File: config.mk
export PLATFORM = sky130hd
export DESIGN_NAME = usb_irq_status_unit
export DESIGN_NICKNAME = d
export VERILOG_FILES = /design/src/rtl/usbirq_pkg.sv /design/src/rtl/usbirq_event_bank.sv /design/src/rtl/usbirq_level_sampler.sv /design/src/rtl/usbirq_mode_guard.sv /design/src/rtl/usb_irq_status_unit.sv
export SDC_FILE = /design/constraint.sdc
export NUM_CORES = 1
export LEC_CHECK = 0
export ABC_AREA = 1
export BUFFER_PORTS_ARGS = -buffer_cell sky130_fd_sc_hd__buf_4
export CORE_MARGIN = 1.5
export CORE_UTILIZATION = 25
export CTS_CLUSTER_SIZE = 30
export DETAILED_ROUTE_END_ITERATION = 16
export GPL_TIMING_DRIVEN = 0
export PLACE_DENSITY = 0.57
export SYNTH_ARGS = -nofsm -noshare
export SYNTH_HDL_FRONTEND = slang
export SYNTH_SLANG_ARGS = --single-unit
File: constraint.sdc
create_clock -name clk -period 1.12 [get_ports clk]
set_input_delay 0.168 -clock clk [delete_from_list [all_inputs] [get_ports clk]]
set_output_delay 0.168 -clock clk [all_outputs]
set_load 0.05 [all_outputs]
File: src/rtl/usbirq_pkg.sv
package usbirq_pkg;
  localparam int B_CMODE = 0;
  localparam int B_MMIS  = 1;
  localparam int B_OTG   = 2;
  localparam int B_SOF   = 3;
  localparam int B_RXNE  = 4;
  localparam int B_TXE   = 5;
  localparam int B_INAK  = 6;
  localparam int B_ONAK  = 7;
  localparam int B_ESUSP = 10;
  localparam int B_SUSP  = 11;
  localparam int B_BRST  = 12;
  localparam int B_ENUM  = 13;

  localparam int NUM_EV = 6;
  // sticky bit index -> status bit position
  localparam int EV_POS [NUM_EV] = '{B_ENUM, B_BRST, B_SUSP, B_ESUSP, B_SOF, B_MMIS};

  localparam logic [31:0] MASKABLE = 32'h0000_3CFE;

  typedef enum logic {ROLE_DEV = 1'b0, ROLE_HOST = 1'b1} role_e;
endpackage

File: src/rtl/usbirq_event_bank.sv
module usbirq_event_bank #(
  parameter int N = 6
) (
  input  logic         clk,
  input  logic         rst_n,
  input  logic [N-1:0] set_i,
  input  logic [N-1:0] clr_i,
  output logic [N-1:0] q_o
);
  for (genvar i = 0; i < N; i++) begin : g_bit
    always_ff @(posedge clk or negedge rst_n) begin
      if (!rst_n)        q_o[i] <= 1'b0;
      else if (set_i[i]) q_o[i] <= 1'b1;   // set has priority over clear
      else if (clr_i[i]) q_o[i] <= 1'b0;
    end
  end
endmodule

File: src/rtl/usbirq_level_sampler.sv
module usbirq_level_sampler #(
  parameter int TXF_DEPTH = 16,
  parameter int OTG_W     = 8,
  localparam int TXF_CW   = $clog2(TXF_DEPTH + 1),
  localparam int HALF     = TXF_DEPTH / 2
) (
  input  logic              clk,
  input  logic              rst_n,
  input  logic              rx_pkt_pending,
  input  logic [TXF_CW-1:0] txf_used,
  input  logic              txq_has_room,
  input  logic              txe_full_sel,
  input  logic [OTG_W-1:0]  otg_sub_status,
  input  logic              gout_nak_eff,
  input  logic              gin_nak_eff,
  input  logic              host_mode,
  output logic              rxne_q,
  output logic              txe_q,
  output logic              otg_q,
  output logic              onak_q,
  output logic              inak_q,
  output logic              mode_q
);
  logic fill_ok;
  logic txe_d;

  always_comb begin
    if (txe_full_sel) fill_ok = (txf_used == '0);
    else              fill_ok = (txf_used <= TXF_CW'(HALF));
    txe_d = fill_ok && txq_has_room;
  end

  always_ff @(posedge clk or negedge rst_n) begin
    if (!rst_n) begin
      rxne_q <= 1'b0;
      txe_q  <= 1'b1;
      otg_q  <= 1'b0;
      onak_q <= 1'b0;
      inak_q <= 1'b0;
      mode_q <= 1'b0;
    end else begin
      rxne_q <= rx_pkt_pending;
      txe_q  <= txe_d;
      otg_q  <= |otg_sub_status;
      onak_q <= gout_nak_eff;
      inak_q <= gin_nak_eff;
      mode_q <= host_mode;
    end
  end
endmodule

File: src/rtl/usbirq_mode_guard.sv
module usbirq_mode_guard #(
  parameter int              ADDR_W  = 12,
  parameter logic [ADDR_W-1:0] HOST_LO = 12'h400,
  parameter logic [ADDR_W-1:0] HOST_HI = 12'h7FF,
  parameter logic [ADDR_W-1:0] DEV_LO  = 12'h800,
  parameter logic [ADDR_W-1:0] DEV_HI  = 12'hBFF
) (
  input  logic              req_valid,
  input  logic [ADDR_W-1:0] addr,
  input  logic              host_mode,
  output logic              mismatch_o
);
  import usbirq_pkg::*;
  logic in_host, in_dev;
  role_e role;

  always_comb begin
    role      = role_e'(host_mode);
    in_host   = (addr >= HOST_LO) && (addr <= HOST_HI);
    in_dev    = (addr >= DEV_LO)  && (addr <= DEV_HI);
    mismatch_o = req_valid &&
                 (((role == ROLE_DEV)  && in_host) ||
                  ((role == ROLE_HOST) && in_dev));
  end
endmodule

File: src/rtl/usb_irq_status_unit.sv
module usb_irq_status_unit #(
  parameter int                ADDR_W    = 12,
  parameter logic [ADDR_W-1:0] STS_ADDR  = 12'h014,
  parameter logic [ADDR_W-1:0] MSK_ADDR  = 12'h018,
  parameter logic [ADDR_W-1:0] HOST_LO   = 12'h400,
  parameter logic [ADDR_W-1:0] HOST_HI   = 12'h7FF,
  parameter logic [ADDR_W-1:0] DEV_LO    = 12'h800,
  parameter logic [ADDR_W-1:0] DEV_HI    = 12'hBFF,
  parameter int                TXF_DEPTH = 16,
  parameter int                OTG_W     = 8,
  localparam int               TXF_CW    = $clog2(TXF_DEPTH + 1)
) (
  input  logic              clk,
  input  logic              rst_n,
  input  logic              reg_valid,
  input  logic              reg_write,
  input  logic [ADDR_W-1:0] reg_addr,
  input  logic [31:0]       reg_wdata,
  output logic              rsp_valid,
  output logic [31:0]       rsp_data,
  output logic              acc_drop,
  input  logic              ev_enum_done,
  input  logic              ev_bus_reset,
  input  logic              ev_suspend,
  input  logic              ev_early_suspend,
  input  logic              ev_sof,
  input  logic              rx_pkt_pending,
  input  logic [TXF_CW-1:0] txf_used,
  input  logic              txq_has_room,
  input  logic              txe_full_sel,
  input  logic [OTG_W-1:0]  otg_sub_status,
  input  logic              gout_nak_eff,
  input  logic              gin_nak_eff,
  input  logic              host_mode,
  output logic              irq
);
  import usbirq_pkg::*;

  logic [NUM_EV-1:0] ev_set, ev_clr, ev_q;
  logic rxne_q, txe_q, otg_q, onak_q, inak_q, mode_q;
  logic [31:0] sts_word, msk_q, rd_mux;
  logic sts_wr, msk_wr;

  usbirq_mode_guard #(
    .ADDR_W(ADDR_W), .HOST_LO(HOST_LO), .HOST_HI(HOST_HI),
    .DEV_LO(DEV_LO), .DEV_HI(DEV_HI)
  ) u_guard (
    .req_valid (reg_valid),
    .addr      (reg_addr),
    .host_mode (host_mode),
    .mismatch_o(acc_drop)
  );

  usbirq_level_sampler #(.TXF_DEPTH(TXF_DEPTH), .OTG_W(OTG_W)) u_lvl (
    .clk, .rst_n,
    .rx_pkt_pending, .txf_used, .txq_has_room, .txe_full_sel,
    .otg_sub_status, .gout_nak_eff, .gin_nak_eff, .host_mode,
    .rxne_q, .txe_q, .otg_q, .onak_q, .inak_q, .mode_q
  );

  always_comb begin
    sts_wr = reg_valid && reg_write && (reg_addr == STS_ADDR);
    msk_wr = reg_valid && reg_write && (reg_addr == MSK_ADDR);
    ev_set = {ev_enum_done, ev_bus_reset, ev_suspend, ev_early_suspend, ev_sof, acc_drop};
    for (int i = 0; i < NUM_EV; i++) begin
      ev_clr[NUM_EV-1-i] = sts_wr && reg_wdata[EV_POS[i]];
    end
  end

  // ev_set packs index 0 (enum done) at the MSB, so reverse into bank order
  logic [NUM_EV-1:0] set_ord, clr_ord;
  always_comb begin
    for (int i = 0; i < NUM_EV; i++) begin
      set_ord[i] = ev_set[NUM_EV-1-i];
      clr_ord[i] = ev_clr[NUM_EV-1-i];
    end
  end

  usbirq_event_bank #(.N(NUM_EV)) u_ev (
    .clk, .rst_n, .set_i(set_ord), .clr_i(clr_ord), .q_o(ev_q)
  );

  always_comb begin
    sts_word = '0;
    for (int i = 0; i < NUM_EV; i++) sts_word[EV_POS[i]] = ev_q[i];
    sts_word[B_CMODE] = mode_q;
    sts_word[B_OTG]   = otg_q;
    sts_word[B_RXNE]  = rxne_q;
    sts_word[B_TXE]   = txe_q;
    sts_word[B_INAK]  = inak_q;
    sts_word[B_ONAK]  = onak_q;
  end

  always_comb begin
    if (reg_addr == STS_ADDR)      rd_mux = sts_word;
    else if (reg_addr == MSK_ADDR) rd_mux = msk_q;
    else                           rd_mux = '0;
  end

  always_ff @(posedge clk or negedge rst_n) begin
    if (!rst_n) begin
      msk_q     <= '0;
      irq       <= 1'b0;
      rsp_valid <= 1'b0;
      rsp_data  <= '0;
    end else begin
      if (msk_wr) msk_q <= reg_wdata & MASKABLE;
      irq       <= |(sts_word & msk_q);
      rsp_valid <= reg_valid;
      rsp_data  <= (reg_valid && !reg_write && !acc_drop) ? rd_mux : '0;
    end
  end
endmodule

; Word level (Yosys, flattened, before mapping)
; Index checks and enable logic that the tools add are counted.
[classes]
eq_ne = 2
magnitude_cmp = 5
reduce_logical = 29
bitwise_logic = 2
muxes = 16
[ops]
columns = cell, n
row1 = 32-bit two-way mux, 2
row2 = 32-bit OR reduction, 1
row3 = 12-bit by 5-bit equality test with 1-bit output (second input constant), 2
row4 = 1-bit logical AND, 17
row5 = 14-bit bitwise AND, 1
row6 = 14-bit two-way mux, 1
row7 = 1-bit two-way mux, 13
row8 = 12-bit by 11-bit greater-or-equal comparator with 1-bit output (second input constant), 1
row9 = 12-bit greater-or-equal comparator (second input constant), 1
row10 = 12-bit by 11-bit <= comparator with 1-bit output (second input constant), 1
row11 = 12-bit <= comparator (second input constant), 1
row12 = 2-bit nonzero test, 6
row13 = 8-bit OR reduction, 1
row14 = 5-bit by 4-bit <= comparator with 1-bit output (second input constant), 1
row15 = 5-bit zero test, 1
row16 = 1-bit zero test, 2
row17 = 1-bit logical OR, 1
row18 = 1-bit NOT, 1
[totals]
inputBits = 72
reg_bits = 57
word_cells = 70
output_inout_bits = 35

; Depth between registers and ports, before layout
[logic_depth]
word_depth = 8
ltp_mapped = 9
mapped_depth_nobuf = 8

; Cells and area by module
; A second synthesis with hierarchy kept.
[unflattened]
cells_unflattened = 246
hier_area_um2 = 2024.4
[by_module_without_submodules]
columns = mod, instances, cells_per_inst, area_each_um2, seq_area_each_um2
row1 = usb_irq_status_unit, 1, 187, 1537.7, 625.6
row2 = usbirq_event_bank, 1, 30, 240.2, 150.1
row3 = usbirq_level_sampler, 1, 21, 216.5, 151.4
row4 = usbirq_mode_guard, 1, 8, 30.0, 0.0

; Least setup slack after synthesis
; Ideal clock, no wire load.
[synth_path]
path_type = input port to flip-flop
start = in reg_addr[10]
end = reg u_ev.q_o[5]
stages = 6
arrival_time_ps = 1266
setup_time_ps = 68
n_path_buf = 0
setup_slack_ps = -214
required_time_ps = 1052
cell_sequence = inv_2 -> nand2_4 -> o211ai_1 -> nor2_1 -> inv_1 -> nand2_1
[synth_via]
elab_chain_len = 6
word_cells_on_any_way = 15
cone_classes = order compare (4) / eq/ne (1) / mux (1) / reduce/logical (9)
[synth_lines]
columns = element, line
row1 = from (decl), usb_irq_status_unit.sv:17  ; input logic [ADDR_W-1:0] reg_addr,
row2 = "12-bit by 11-bit greater-or-equal comparator with 1-bit output, or another cell as far along", usbirq_mode_guard.sv:19  ; in_host = (addr >= HOST_LO) && (addr <= HOST_HI);
row3 = 1-bit logical AND (on tied branches), "usbirq_mode_guard.sv:19, usbirq_mode_guard.sv:20"
row4 = 1-bit logical AND (on tied branches), "usbirq_mode_guard.sv:22, usbirq_mode_guard.sv:23"
row5 = 1-bit logical OR (*), usbirq_mode_guard.sv:22  ; (((role == ROLE_DEV) && in_host) ||
row6 = 1-bit logical AND (*), usbirq_mode_guard.sv:21  ; mismatch_o = req_valid &&
row7 = named net acc_drop, usb_irq_status_unit.sv:21  ; output logic acc_drop,
row8 = 1-bit two-way mux / 2-bit nonzero test (equally long branches), --
row9 = "to (signal, indexed assignment)", usbirq_event_bank.sv:12  ; if (!rst_n) q_o[i] <= 1'b0;
row10 = "to (signal, indexed assignment)", usbirq_event_bank.sv:13  ; else if (set_i[i]) q_o[i] <= 1'b1;
row11 = "to (signal, indexed assignment)", usbirq_event_bank.sv:14  ; else if (clr_i[i]) q_o[i] <= 1'b0;
row12 = to (decl), usbirq_event_bank.sv:8  ; output logic [N-1:0] q_o
; The timed path passes the listed nets; every way through them passes the cells marked *.
; A chain may end at the register's enable or synchronous reset.

; Worst setup path in the final report
[layout_path]
start = in reg_addr[10]
end = out acc_drop
[layout_via]
elab_chain_len = 5
word_cells_on_any_way = 10
cone_classes = order compare (4) / reduce/logical (6)
[layout_lines]
columns = element, line
row1 = "12-bit by 11-bit greater-or-equal comparator with 1-bit output, or another cell as far along", usbirq_mode_guard.sv:19
row2 = 1-bit logical AND (on tied branches), "usbirq_mode_guard.sv:19, usbirq_mode_guard.sv:20"
row3 = 1-bit logical AND (on tied branches), "usbirq_mode_guard.sv:22, usbirq_mode_guard.sv:23"
row4 = 1-bit logical OR (*), usbirq_mode_guard.sv:22
row5 = 1-bit logical AND (*), usbirq_mode_guard.sv:21
row6 = to (decl), usb_irq_status_unit.sv:21
; Every way passes the cells marked *; elsewhere a longest branch is shown, timed or not.

==> results.toml <==
[cts]
cts_made_buffers = 5
cts_sinks = 37
cts_max_level = 2
cts_tree = "done"
cts_root_buf = "clkbuf_8"
post_cts_buffers = 0
clkLatencyLatePin_ps = 290
cts_buffer_depth = 2
cts.clk_slew.worst_paths_ps = 70

[job]
drv_cap = 0

[cells_and_area]
drive_gt1_share_pct = 35.21
area_growth_pct = 42.41
fin_area_um2 = 2806
final_common_cell = "buf_4"
finish.utilization_pct = 36.51
final_cell_mix = "buf_4, nand2_1, dfrtp_1"
final_nets = 409
num_antenna_cells = 0

[drt]
first_iter_violations = 84
via_count = 1693
drt-vias-per-instance = 3.848
dr_wl_met2_um = 2250
drtAntennaViolNets = 0
routed_wirelength_um = 4480
dr.pass1.iters = 4
top_layer = "met4"
drc = 0
routed-wl-met3_um = 233
met1_length_um = 1937
post_drt_wl_per_cell_um = 10.18

[sta]
hold_viol_final = 0
period_minus_slack_ps = 1056
fmax_mhz = 947.4
grt_setup_unrepaired = "yes"
fin_skew_ps = 6.102
finalSetupTns_ps = 0
period_share_pct = 94.24
drv_slew = 0
setup_viol = 0
fin_ws_ps = 64.46

[setup_path]
worstPathRequired_ps = 950
slowest_delay_ps = 180
path_max_fanout = 3
critical_path_class = "input port to primary output"
cp_cell_sequence = "buf_4, inv_2, nand2_4, o211ai_1, nor2_2, buf_6"
cp-end-kind = "primary output"
start_kind = "input port"
critPathSlowestCell = "buf_6"
worst_ep_arrival_time_ps = 890

[status]
status = "finished clean"

[floorplanning]
core-area_um2 = 7687
die_height_um = 91.79
die_w_um = 91.79
rows = 32
die_area_um2 = 8424
start_util_pct = 25.63
ios = 107

[grt]
antenna_found_initial = 0
gr-total-overflow = 0
grt_pass1_vias = 1713
grt_pass1_wl_um = 7548
grt_max_degree = 38
track_usage_pct = 11.27

[hold_path]
hp-class = "input port to flip-flop"

[power]
max-vdd-ir-drop_v = 0.0004001
power_leakage_nw = 1.487
cellPowerDensity_nw_per_um2 = 974.2
finalPower_mw = 2.734

[placement]
dpl.hpwl_um = 3590
place_congestion = 0.7722
io_buffer_count = 65
place_ws_ps = -208.9
dpl_cell_area_um2 = 2660

[yosys]
synth_area_um2 = 1971
yosysSeqAreaShare_pct = 47.05
synth_seq_cells = 37
yosysUniqueCellTypes = 24
avgSynthCellArea_um2 = 8.211
yosysWarnings = 0
syn_inst = 240
==> registers in the layout (all words and copies together) (netlist names) <==
name and count:
u_ev.q_o 6, u_lvl.otg_q 1, u_lvl.mode_q 1, rsp_valid 1, msk_q 11, u_lvl.txe_q 1
irq 1, rsp_data 12, u_lvl.inak_q 1, u_lvl.onak_q 1, u_lvl.rxne_q 1
==> repair_timing <==
action                                  4_1_cts  5_1_grt
gates resized for setup                       0        1
endpoints found under the hold margin        41        0
endpoints found under the setup margin        0        4
hold buffers                                  6        0
==> final timing paths <==
kind,slack [ps],cells past startpoint,from,end
max in group asynchronous,400,2,rst_n,u_lvl.txe_q
hold reg to reg,500,2,msk_q[12],msk_q[12]
setup / recovery,60,6,reg_addr[10],acc_drop
min in group asynchronous,380,2,rst_n,rsp_data[2]
setup reg to reg,100,4,u_ev.q_o[2],irq
hold / removal,60,3,ev_enum_done,u_ev.q_o[0]
==> worst max-delay path: cells and delay by family <==
family                 cells  cell delay (ps)
buffers and inverters      3              310
and+or+nand+nor            2              250
AOI/OAI and AO/OA          1              150
==> metal layers <==
metal | vias to the layer above | GRT usage, %
met5 | - | 0
met3 | 5 | 2.488
met1 | 742 | 12.91
met2 | 41 | 20.65
met4 | 0 | 3.718
li1 | 905 | -
==> synth_stat cells (all sizes together) <==
| library cell | count | share of area (%) |
|---|---|---|
| a21oi | 12 | 4.8 |
| buf | 27 | 10 |
| clkbuf | 1 | 0.19 |
| clkinv | 1 | 0.19 |
| conb | 1 | 0.19 |
| dfrtp | 36 | 46 |
| dfstp | 1 | 1.3 |
| inv | 28 | 5.3 |
| nand2 | 68 | 14 |
| nand3 | 25 | 6.3 |
| nand4 | 9 | 2.9 |
| nor2 | 25 | 6.8 |
| nor3 | 2 | 0.51 |
| nor4 | 2 | 0.63 |
| o211a | 1 | 0.51 |
| o211ai | 1 | 0.38 |
==> kinds of logic after synthesis <==
logic type / share of synthesized area, %
other: 0.1903
DFF: 47.05
AOI/OAI and AO/OA: 5.651
buffers and inverters: 16.13
and+or+nand+nor: 30.98
==> area by class of cell <==
| cell class | count | area, um2 |
|---|---|---|
| Fill cell | 821 | 4881 |
| Sequential cell | 37 | 927.1 |
| Multi-Input combinational cell | 165 | 799.5 |
| Timing Repair Buffer | 71 | 551.8 |
| Buffer | 28 | 209.0 |
| Tap cell | 102 | 127.6 |
| Inverter | 29 | 108.9 |
| Clock buffer | 6 | 72.57 |
| Clock inverter | 2 | 10.01 |
==> power by group <==
group	internal (mW)	leakage (nW)	switching, mW
logic	0.204	0.977	0.300
registers	1.35	0.465	0.00686
clock network	0.430	0.0450	0.444
total	1.98	1.49	0.751
==> stage by stage <==
stage,hold slack (ps),instances
finish,61.50,440
global route,55.73,440
CTS,55.82,440
detailed placement,159.4,426
global placement,155.3,426
floorplan,-127.6,259
Note: power is estimated with default switching activity, not from simulation.
